==> src/rtl/rxf_pkg.sv <==
package rxf_pkg;
  typedef enum logic [2:0] {
    ST_IDLE,
    ST_REQ,
    ST_WAIT,
    ST_HOLD,
    ST_STALL
  } fetch_st_t;
endpackage

==> src/rtl/rxf_ring_ptr.sv <==
module rxf_ring_ptr #(
  parameter int IDX_W      = 11,
  parameter int SMALL_LOG2 = 8
) (
  input  logic             clk,
  input  logic             rst,
  input  logic             ring_large,
  input  logic             advance,
  input  logic             rewind,
  input  logic             commit,
  input  logic [IDX_W-1:0] prod_idx,
  output logic [IDX_W-1:0] cons_idx,
  output logic [IDX_W-1:0] avail
);
  localparam logic [IDX_W-1:0] SMALL_MASK = IDX_W'((1 << SMALL_LOG2) - 1);
  localparam logic [IDX_W-1:0] LARGE_MASK = '1;

  logic [IDX_W-1:0] mask;
  logic [IDX_W-1:0] cons_q, start_q, cons_inc;

  assign mask     = ring_large ? LARGE_MASK : SMALL_MASK;
  assign cons_inc = (cons_q + 1'b1) & mask;
  assign avail    = (prod_idx - cons_q) & mask;
  assign cons_idx = cons_q;

  always_ff @(posedge clk) begin
    if (rst) begin
      cons_q  <= '0;
      start_q <= '0;
    end else begin
      if (rewind)       cons_q <= start_q;
      else if (advance) cons_q <= cons_inc;
      if (commit && !rewind) start_q <= advance ? cons_inc : cons_q;
    end
  end

  // small ring wraps from its last entry to zero
  a_r7_small_wrap: assert property (@(posedge clk) disable iff (rst)
    (advance && !rewind && !ring_large && cons_q == SMALL_MASK) |=> cons_q == '0);
  // large ring wraps from its last entry to zero
  a_r7_large_wrap: assert property (@(posedge clk) disable iff (rst)
    (advance && !rewind && ring_large && cons_q == LARGE_MASK) |=> cons_q == '0);
  // rewind lands on the recorded frame start
  a_r9_rewind: assert property (@(posedge clk) disable iff (rst)
    rewind |=> cons_q == $past(start_q));
endmodule

==> src/rtl/rxf_low_watch.sv <==
module rxf_low_watch #(
  parameter int IDX_W = 11
) (
  input  logic             clk,
  input  logic             rst,
  input  logic             attempt,
  input  logic [IDX_W-1:0] avail,
  input  logic [IDX_W-1:0] thresh,
  output logic             low_buf
);
  logic low_q;

  always_ff @(posedge clk) begin
    if (rst) low_q <= 1'b0;
    else     low_q <= attempt && (avail < thresh);
  end

  assign low_buf = low_q;

  // the event is a single-cycle pulse
  a_r10_one_cycle: assert property (@(posedge clk) disable iff (rst)
    low_q |=> !low_q);
endmodule

==> src/rtl/rxf_fetch_fsm.sv <==
module rxf_fetch_fsm
  import rxf_pkg::*;
#(
  parameter int IDX_W  = 11,
  parameter int ADDR_W = 32,
  parameter int DESC_W = 32
) (
  input  logic              clk,
  input  logic              rst,
  input  logic              prefetch_en,
  input  logic              ring_has_entries,
  input  logic              prod_wr,
  input  logic              frame_bad,
  input  logic [ADDR_W-1:0] base_addr,
  input  logic [IDX_W-1:0]  cons_idx,
  output logic              mem_req_valid,
  output logic [ADDR_W-1:0] mem_req_addr,
  input  logic              mem_req_ready,
  input  logic              mem_rsp_valid,
  input  logic [DESC_W-1:0] mem_rsp_data,
  output logic              buf_valid,
  output logic [ADDR_W-1:0] buf_addr,
  input  logic              buf_take,
  output logic              attempt,
  output logic              advance,
  output logic              rewind
);
  localparam int ALIGN_LSB = 8;
  localparam int PAD_W     = ADDR_W - IDX_W - 2;

  fetch_st_t         state_q, state_d;
  logic              rb_pend_q, rb_pend_d, rb;
  logic              load_buf;
  logic [ADDR_W-1:0] addr_q, buf_q, ring_base, slot_addr;

  assign rb        = frame_bad | rb_pend_q;
  assign ring_base = {base_addr[ADDR_W-1:ALIGN_LSB], {ALIGN_LSB{1'b0}}};
  assign slot_addr = ring_base + {{PAD_W{1'b0}}, cons_idx, 2'b00};

  always_comb begin
    state_d   = state_q;
    rb_pend_d = rb_pend_q | frame_bad;
    attempt   = 1'b0;
    advance   = 1'b0;
    rewind    = 1'b0;
    load_buf  = 1'b0;
    unique case (state_q)
      ST_IDLE: begin
        if (rb) begin
          rewind    = 1'b1;
          rb_pend_d = 1'b0;
        end else if (prefetch_en || ring_has_entries) begin
          attempt = 1'b1;
          state_d = ST_REQ;
        end
      end
      ST_REQ: begin
        if (mem_req_ready) state_d = ST_WAIT;
      end
      ST_WAIT: begin
        if (mem_rsp_valid) begin
          if (rb) begin
            rewind    = 1'b1;
            rb_pend_d = 1'b0;
            state_d   = ST_IDLE;
          end else if (mem_rsp_data[0]) begin
            load_buf = 1'b1;
            state_d  = ST_HOLD;
          end else begin
            state_d = ST_STALL;
          end
        end
      end
      ST_HOLD: begin
        if (rb) begin
          rewind    = 1'b1;
          rb_pend_d = 1'b0;
          state_d   = ST_IDLE;
        end else if (buf_take) begin
          advance = 1'b1;
          state_d = ST_IDLE;
        end
      end
      ST_STALL: begin
        if (rb) begin
          rewind    = 1'b1;
          rb_pend_d = 1'b0;
          state_d   = ST_IDLE;
        end else if (prod_wr) begin
          state_d = ST_IDLE;
        end
      end
      default: state_d = ST_IDLE;
    endcase
  end

  always_ff @(posedge clk) begin
    if (rst) begin
      state_q   <= ST_IDLE;
      rb_pend_q <= 1'b0;
      addr_q    <= '0;
      buf_q     <= '0;
    end else begin
      state_q   <= state_d;
      rb_pend_q <= rb_pend_d;
      if (attempt)  addr_q <= slot_addr;
      if (load_buf) buf_q  <= {mem_rsp_data[ADDR_W-1:2], 2'b00};
    end
  end

  assign mem_req_valid = (state_q == ST_REQ);
  assign mem_req_addr  = addr_q;
  assign buf_valid     = (state_q == ST_HOLD);
  assign buf_addr      = buf_q;

  // request held stable until accepted
  a_r4_req_hold: assert property (@(posedge clk) disable iff (rst)
    (mem_req_valid && !mem_req_ready) |=> (mem_req_valid && $stable(mem_req_addr)));
  // offered buffer held until taken
  a_r5_buf_hold: assert property (@(posedge clk) disable iff (rst)
    (buf_valid && !buf_take && !frame_bad && !rb_pend_q) |=> (buf_valid && $stable(buf_addr)));
  // a parked fetcher issues nothing until the producer is written
  a_r6_parked: assert property (@(posedge clk) disable iff (rst)
    (state_q == ST_STALL && !prod_wr && !frame_bad && !rb_pend_q) |=> !mem_req_valid && !buf_valid);
endmodule

==> src/rtl/rx_desc_fetcher.sv <==
module rx_desc_fetcher #(
  parameter int IDX_W      = 11,
  parameter int SMALL_LOG2 = 8,
  parameter int ADDR_W     = 32,
  parameter int DESC_W     = 32
) (
  input  logic              clk,
  input  logic              rst,
  input  logic [ADDR_W-1:0] base_addr,
  input  logic              ring_large,
  input  logic              prefetch_en,
  input  logic [IDX_W-1:0]  prod_idx,
  input  logic              prod_wr,
  input  logic [IDX_W-1:0]  thresh,
  input  logic              frame_good,
  input  logic              frame_bad,
  output logic              mem_req_valid,
  output logic [ADDR_W-1:0] mem_req_addr,
  input  logic              mem_req_ready,
  input  logic              mem_rsp_valid,
  input  logic [DESC_W-1:0] mem_rsp_data,
  output logic              buf_valid,
  output logic [ADDR_W-1:0] buf_addr,
  input  logic              buf_take,
  output logic [IDX_W-1:0]  cons_idx,
  output logic              low_buf
);
  logic [IDX_W-1:0] avail;
  logic             attempt, advance, rewind;

  rxf_ring_ptr #(.IDX_W(IDX_W), .SMALL_LOG2(SMALL_LOG2)) u_ptr (
    .clk(clk), .rst(rst), .ring_large(ring_large),
    .advance(advance), .rewind(rewind), .commit(frame_good),
    .prod_idx(prod_idx), .cons_idx(cons_idx), .avail(avail)
  );

  rxf_fetch_fsm #(.IDX_W(IDX_W), .ADDR_W(ADDR_W), .DESC_W(DESC_W)) u_fsm (
    .clk(clk), .rst(rst), .prefetch_en(prefetch_en),
    .ring_has_entries(avail != '0), .prod_wr(prod_wr), .frame_bad(frame_bad),
    .base_addr(base_addr), .cons_idx(cons_idx),
    .mem_req_valid(mem_req_valid), .mem_req_addr(mem_req_addr),
    .mem_req_ready(mem_req_ready), .mem_rsp_valid(mem_rsp_valid),
    .mem_rsp_data(mem_rsp_data), .buf_valid(buf_valid), .buf_addr(buf_addr),
    .buf_take(buf_take), .attempt(attempt), .advance(advance), .rewind(rewind)
  );

  rxf_low_watch #(.IDX_W(IDX_W)) u_low (
    .clk(clk), .rst(rst), .attempt(attempt), .avail(avail),
    .thresh(thresh), .low_buf(low_buf)
  );

  // in normal mode a new read only starts with entries published
  a_r2_gate: assert property (@(posedge clk) disable iff (rst)
    ($rose(mem_req_valid) && !$past(prefetch_en)) |-> $past(cons_idx != prod_idx));
endmodule

==> config.mk <==
export PLATFORM = sky130hd
export DESIGN_NAME = rx_desc_fetcher
export DESIGN_NICKNAME = d
export VERILOG_FILES = /design/src/rtl/rxf_pkg.sv /design/src/rtl/rxf_ring_ptr.sv /design/src/rtl/rxf_low_watch.sv /design/src/rtl/rxf_fetch_fsm.sv /design/src/rtl/rx_desc_fetcher.sv
export SDC_FILE = /design/constraint.sdc
export NUM_CORES = 1
export LEC_CHECK = 0
export BUFFER_PORTS_ARGS = -buffer_cell sky130_fd_sc_hd__buf_2
export CAP_MARGIN = 20
export CORE_MARGIN = 2
export CORE_UTILIZATION = 54
export CTS_CLUSTER_DIAMETER = 200
export CTS_CLUSTER_SIZE = 20
export DETAILED_ROUTE_END_ITERATION = 6
export PLACE_DENSITY = 0.95
export SLEW_MARGIN = 20
export SYNTH_ARGS = -nofsm -noshare
export SYNTH_HDL_FRONTEND = slang
export SYNTH_SLANG_ARGS = --single-unit
==> constraint.sdc <==
create_clock -name clk -period 6.63 [get_ports clk]
set_input_delay 0.3315 -clock clk [delete_from_list [all_inputs] [get_ports clk]]
set_output_delay 0.3315 -clock clk [all_outputs]
set_load 0.02 [all_outputs]
### Yosys cells after proc, flatten, opt, wreduce, memory -nomap -nowiden

Index checks and enable logic that the tools add are counted.

* bits in registers: 89
* latch bits: 0
* bits in writable memories: 0
* ROM bits: 0
* input port bits: 96
* output and inout port bits: 78
* word-level logic and storage cells: 61
* memories kept: 0

* $add $sub $neg: 3
* multiply operators: 0
* div/mod/pow operators: 0
* order comparisons: 1
* equality and inequality tests: 10
* shifts and indexed selects: 0
* muxes and demuxes: 29
* bitwise operators: 3
* reduce and logical (&&, ||, !) cells: 8

Operator list (count)
* $mux W11: 3
* $add A32 B13 Y32: 1
* $mux W3: 10
* $and A11 B11 Y11: 2
* $pmux W3 S5: 1
* $mux W1: 13
* $add A11 B1 Y11 const B: 1
* $lt A11 B11 Y1: 1
* $reduce_bool A11 Y1: 1
* $sub A11 B11 Y11: 1
* $eq A3 B2 Y1 const B: 2
* $reduce_and A6 Y1: 1
* $ne A2 B1 Y1 const B: 2
* $ne A2 B2 Y1 const B: 2
* $pmux W1 S2: 2
* $eq A3 B1 Y1 const B: 1
* $eq A3 B3 Y1 const B: 1
* $logic_not A3 Y1: 1
* $ne A3 B1 Y1 const B: 1
* $ne A3 B2 Y1 const B: 1
* $reduce_or A3 Y1: 1
* $logic_and A1 B1 Y1: 2
* $logic_not A1 Y1: 1
* $logic_or A1 B1 Y1: 1
* $or A1 B1 Y1: 1

### Depth between registers and ports, before layout

* depth after elaboration: 8
* mapped depth: 13

### Hierarchy

From an unflattened synthesis, not the netlist that was laid out.

* cells, all modules: 594
* area, all modules: 4772.1 sq um

By module, submodules not included
* rxf_fetch_fsm: times used 1, cells each 370, area an instance 2959.1 sq um
* rxf_ring_ptr: times used 1, cells each 184, area an instance 1501.4 sq um
* rxf_low_watch: times used 1, cells each 36, area an instance 289.0 sq um
* rx_desc_fetcher: times used 1, cells each 4, area an instance 22.5 sq um

### Worst setup path before layout

No wires, ideal clock.

* path type: input to register
* start point: input port prod_idx[0]
* end point: register u_fsm.addr_q[21], in the netlist u_fsm.mem_req_addr[21]
* setup time: 0.146 ns
* data arrival time: 2.782 ns
* slack: 3.702 ns
* cell stages on the path: 12
* path through: inv_1 -> ha_1 -> fa_1 -> nand2b_1 -> a211oi_2 -> o21a_1 -> nor3_1 -> or4_1 -> o41a_1 -> buf_6 -> a21oi_2 -> a211oi_2

* word-level cells in the longest chain between the ends: 7

RTL lines
* start: declaration: line rx_desc_fetcher.sv:12 `input logic [IDX_W-1:0] prod_idx,`
* $sub A11 B11 Y11: line rxf_ring_ptr.sv:23 `assign avail = (prod_idx - cons_q) & mask;`
* $and A11 B11 Y11: line rxf_ring_ptr.sv:23
* $reduce_bool A11 Y1: line rx_desc_fetcher.sv:39 `.ring_has_entries(avail != '0), .prod_wr(prod_wr), .frame_bad(frame_bad),`
* $logic_or A1 B1 Y1: line rxf_fetch_fsm.sv:52 `end else if (prefetch_en || ring_has_entries) begin`
* $mux W1: line rxf_fetch_fsm.sv:52
* $mux W1: line rxf_fetch_fsm.sv:49 `if (rb) begin`
* $mux W1: line rxf_fetch_fsm.sv:47 `unique case (state_q)`
* end signal: assignment: line rxf_fetch_fsm.sv:106 `if (attempt) addr_q <= slot_addr;`
* end: declaration: line rxf_fetch_fsm.sv:34 `logic [ADDR_W-1:0] addr_q, buf_q, ring_base, slot_addr;`

Every way passes these cells.
A chain may end at the register's enable or synchronous reset.

### Worst setup path after layout

* start point: register u_ptr.cons_q[0], in the netlist u_ptr.cons_idx[0]
* end point: register u_fsm.state_q[0]

* word-level cells in the longest chain between the ends: 6

RTL lines
* start: declaration: line rxf_ring_ptr.sv:19 `logic [IDX_W-1:0] cons_q, start_q, cons_inc;`
* start signal: assignment: line rxf_ring_ptr.sv:31 `if (rewind) cons_q <= start_q;`
* start signal: assignment: line rxf_ring_ptr.sv:32 `else if (advance) cons_q <= cons_inc;`
* $sub A11 B11 Y11: line rxf_ring_ptr.sv:23
* $and A11 B11 Y11: line rxf_ring_ptr.sv:23
* $reduce_bool A11 Y1: line rx_desc_fetcher.sv:39
* $logic_or A1 B1 Y1: line rxf_fetch_fsm.sv:52
* $ne A2 B1 Y1 (no source line)
* $reduce_and A6 Y1 (no source line)
* end signal: assignment: line rxf_fetch_fsm.sv:104 `state_q <= state_d;`
* end: declaration: line rxf_fetch_fsm.sv:31 `fetch_st_t state_q, state_d;`

Every way passes these cells.

==> metrics.yaml <==
global_routing:
  grt_antenna_before_repair: 0
  grt_pass1_wl_um: 21600
  grtUsageTotal: 0.264
  grt-ovfl-total: 0
  grt_pass1_vias: 4782
  grt_max_degree: 89
die:
  fp.dieW_um: 99.6
  die_h_um: 99.6
  floorplan.core_area_mm2: 0.00881
  die_area_mm2: 0.00991
  rows: 34
  pin_count: 174
  start_util: 0.560
outcome:
  violations: "design-rule violations"
  status: "finished with violations"
worst_setup_path:
  path_delay_family: "compound AO/OA/AOI/OAI gates"
  startpoint_type: "register"
  path_buf_inv: 0
  r2r_slack_ps: 2810
  crit_type: "register to register"
  worstPathArrival_ps: 4060
  critPathMaxStageDelay_ps: 840
  cp-end-kind: "register"
  cp_slowest_cell: "o41a_2"
  worstPathCellList: "ha_1, fa_1, nand2b_1, a211oi_2, o211ai_1, nand3_1, nor3b_1, o41a_2, a211oi_1, a2111oi_1"
  cp.required_ps: 6870
  path_max_fanout: 31
clock_tree:
  hold_buffers: 0
  cts_setup_buffers: 0
  clockBufferDepth: 2
  ctsRootBufferMaster: "clkbuf_8"
  cts.clk_slew.worst_paths_ps: 100
  clock-sinks: 87
  cts_tree: "done"
  clk_latency_ps: 360
  post_cts_resized: 0
  htreeDepth: 3
  cts_buffers: 9
synthesis:
  yosysWarnings: 0
  synth_area_mm2: 0.00493
  postSynthAreaPerCell_um2: 8.25
  netlist_instances: 598
  ys_ff_latch: 87
  synth-main-ff-cell: "dfxtp_1"
  synth.distinct_cells: 48
  async_flop_share: 0
  netlist.area_leader.share: 0.353
  synth_area_leaders: "dfxtp_1, ha_1, nand2_1"
  synth-edff-count: 0
  seq_area_frac_synth: 0.353
  synth_top_area_cell: "dfxtp_1"
detailed_routing:
  wl_per_cell_um: 15.7
  ant_nets: 0
  initialDrtViolationCount: 307
  viasPerCell: 5.69
  drc_errors: 1
  drt-total-wl_um: 13200
  dr.pass1.iters: 7
  vias: 4795
run:
  maxCapViolations: 0
finish:
  final_core_utilization: 0.668
  nets: 854
  area_growth_pct: 19.3
  drive_gt1_frac: 0.306
  n_antenna_cell: 0
timing:
  timing.final.crit_share: 0.575
  setup_tns_ps: 0
  hold_ws_ps: 195
  fin_crit_ps: 3820
  clock_skew_ps: 12.8
  finalHoldViolCount: 0
  max-slew-margin-rel: 0.322
  worst_slew_pin_slew_ps: 1020
  rsz0062_at_grt: "false"
  setup_violations: 0
  drv_slew: 0
  fmax_ghz: 0.262
min_path:
  hold_path.class: "primary input to register"
power:
  ir_drop_uv: 130
  design_power_total_w: 0.00134
  p_per_area_mw_per_mm2: 228
  p_leak_nw: 2.59
place:
  io_buffers: 160
  dpl.hpwl_um: 9810
  gp_congestion: 0.918
[cell families after synthesis]
group,after synthesis,share of synthesized area
buffers and inverters,83,0.0759
adder cells (fa/ha/maj),28,0.0741
AND/OR/NAND/NOR,192,0.180
other,1,0.000760
multiplexers,8,0.0162
XOR/XNOR,35,0.0622
flip-flops,87,0.353
AO/OA/AOI/OAI,164,0.238
[state kept, by name, summed over array words and instances (netlist names)]
name                count
u_fsm.buf_addr         30
u_fsm.mem_req_addr     30
u_ptr.cons_idx         11
u_ptr.start_q          11
u_fsm.state_q           3
u_fsm.rb_pend_q         1
u_low.low_buf           1
[metrics by stage]
step	instance area (um2)	worst slack (ps)	cells
3_3_place_gp	5680	2900	827
3_5_place_dp	5690	2830	827
4_1_cts	5880	2800	843
6_report	5880	2810	843
2_1_floorplan	4940	3700	601
5_1_grt	5880	2540	843
[cells in the mapped netlist (2+ instances only)]
master	number
buf_1	3
or3_1	6
nand2b_1	5
o21ai_1	12
buf_4	12
clkbuf_1	27
nand3_1	19
buf_2	2
buf_6	2
nor2b_1	4
o2111ai_1	4
a21oi_2	20
o21ai_0	13
a21oi_1	56
nor3_1	10
xnor2_1	21
a211oi_1	20
and3_1	5
ha_1	26
nand2_1	76
nor2_1	41
and2_1	8
nor3b_1	2
nand4_1	7
mux2i_1	8
a211oi_2	19
inv_1	37
or2_2	2
o21a_1	4
fa_1	2
xor2_1	14
dfxtp_1	87
o211ai_1	5
a21o_1	3
and4_1	3
[power breakdown]
part	internal, W	switching (W)	leakage [nW]
Clock	0.000148	0.000214	0.100
Combinational	0.000150	0.000237	1.78
Sequential	0.000560	0.0000335	0.710
Total	0.000858	0.000485	2.59
[layout make-up]
type | count | area, um2
fillers | 711 | 2930
multi-input cells | 431 | 2840
flip-flops and latches | 87 | 1740
repair buffers | 164 | 831
inverters | 37 | 139
well taps | 108 | 135
clock buffers | 9 | 124
clock inverters | 7 | 68.8
[worst reg2reg max path, cell delays in order, from the launching register on]
cell	delay, ps
dfxtp_1	390
ha_1	240
fa_1	420
nand2b_1	200
a211oi_2	320
o211ai_1	190
nand3_1	100
nor3b_1	420
o41a_2	840
a211oi_1	200
a2111oi_1	390
[path summary, 6_finish.rpt]
| path | startpoint | to | cells after the start |
|---|---|---|---|
| setup / recovery | u_ptr.cons_idx[0] | u_fsm.state_q[0] | 10 |
| setup reg to reg | u_ptr.cons_idx[0] | u_fsm.state_q[0] | 10 |
| hold reg to reg | u_fsm.buf_addr[24] | u_fsm.buf_addr[24] | 2 |
| hold / removal | mem_rsp_data[24] | u_fsm.buf_addr[24] | 3 |
[metal layers]
layer  up-vias  part of all wire  track usage
met4         0             0.032       0.0875
met5         -                 0            0
li1       2325                 -            -
met1      2238              0.40        0.310
met3        42             0.056       0.0520
met2       190              0.51        0.481
[cell usage in the layout (no fill, tap or decap), types with 14 or more instances in the layout]
cell	Yosys	final
nand2_1	76	76
nor2_1	41	40
a211oi_1	20	20
inv_1	37	37
a211oi_2	19	19
xnor2_1	21	21
a21oi_1	56	56
nand3_1	19	19
a21oi_2	20	20
ha_1	26	26
buf_2	2	160
xor2_1	14	14
dfxtp_1	87	87
Note: power is estimated with default switching activity, not from simulation.
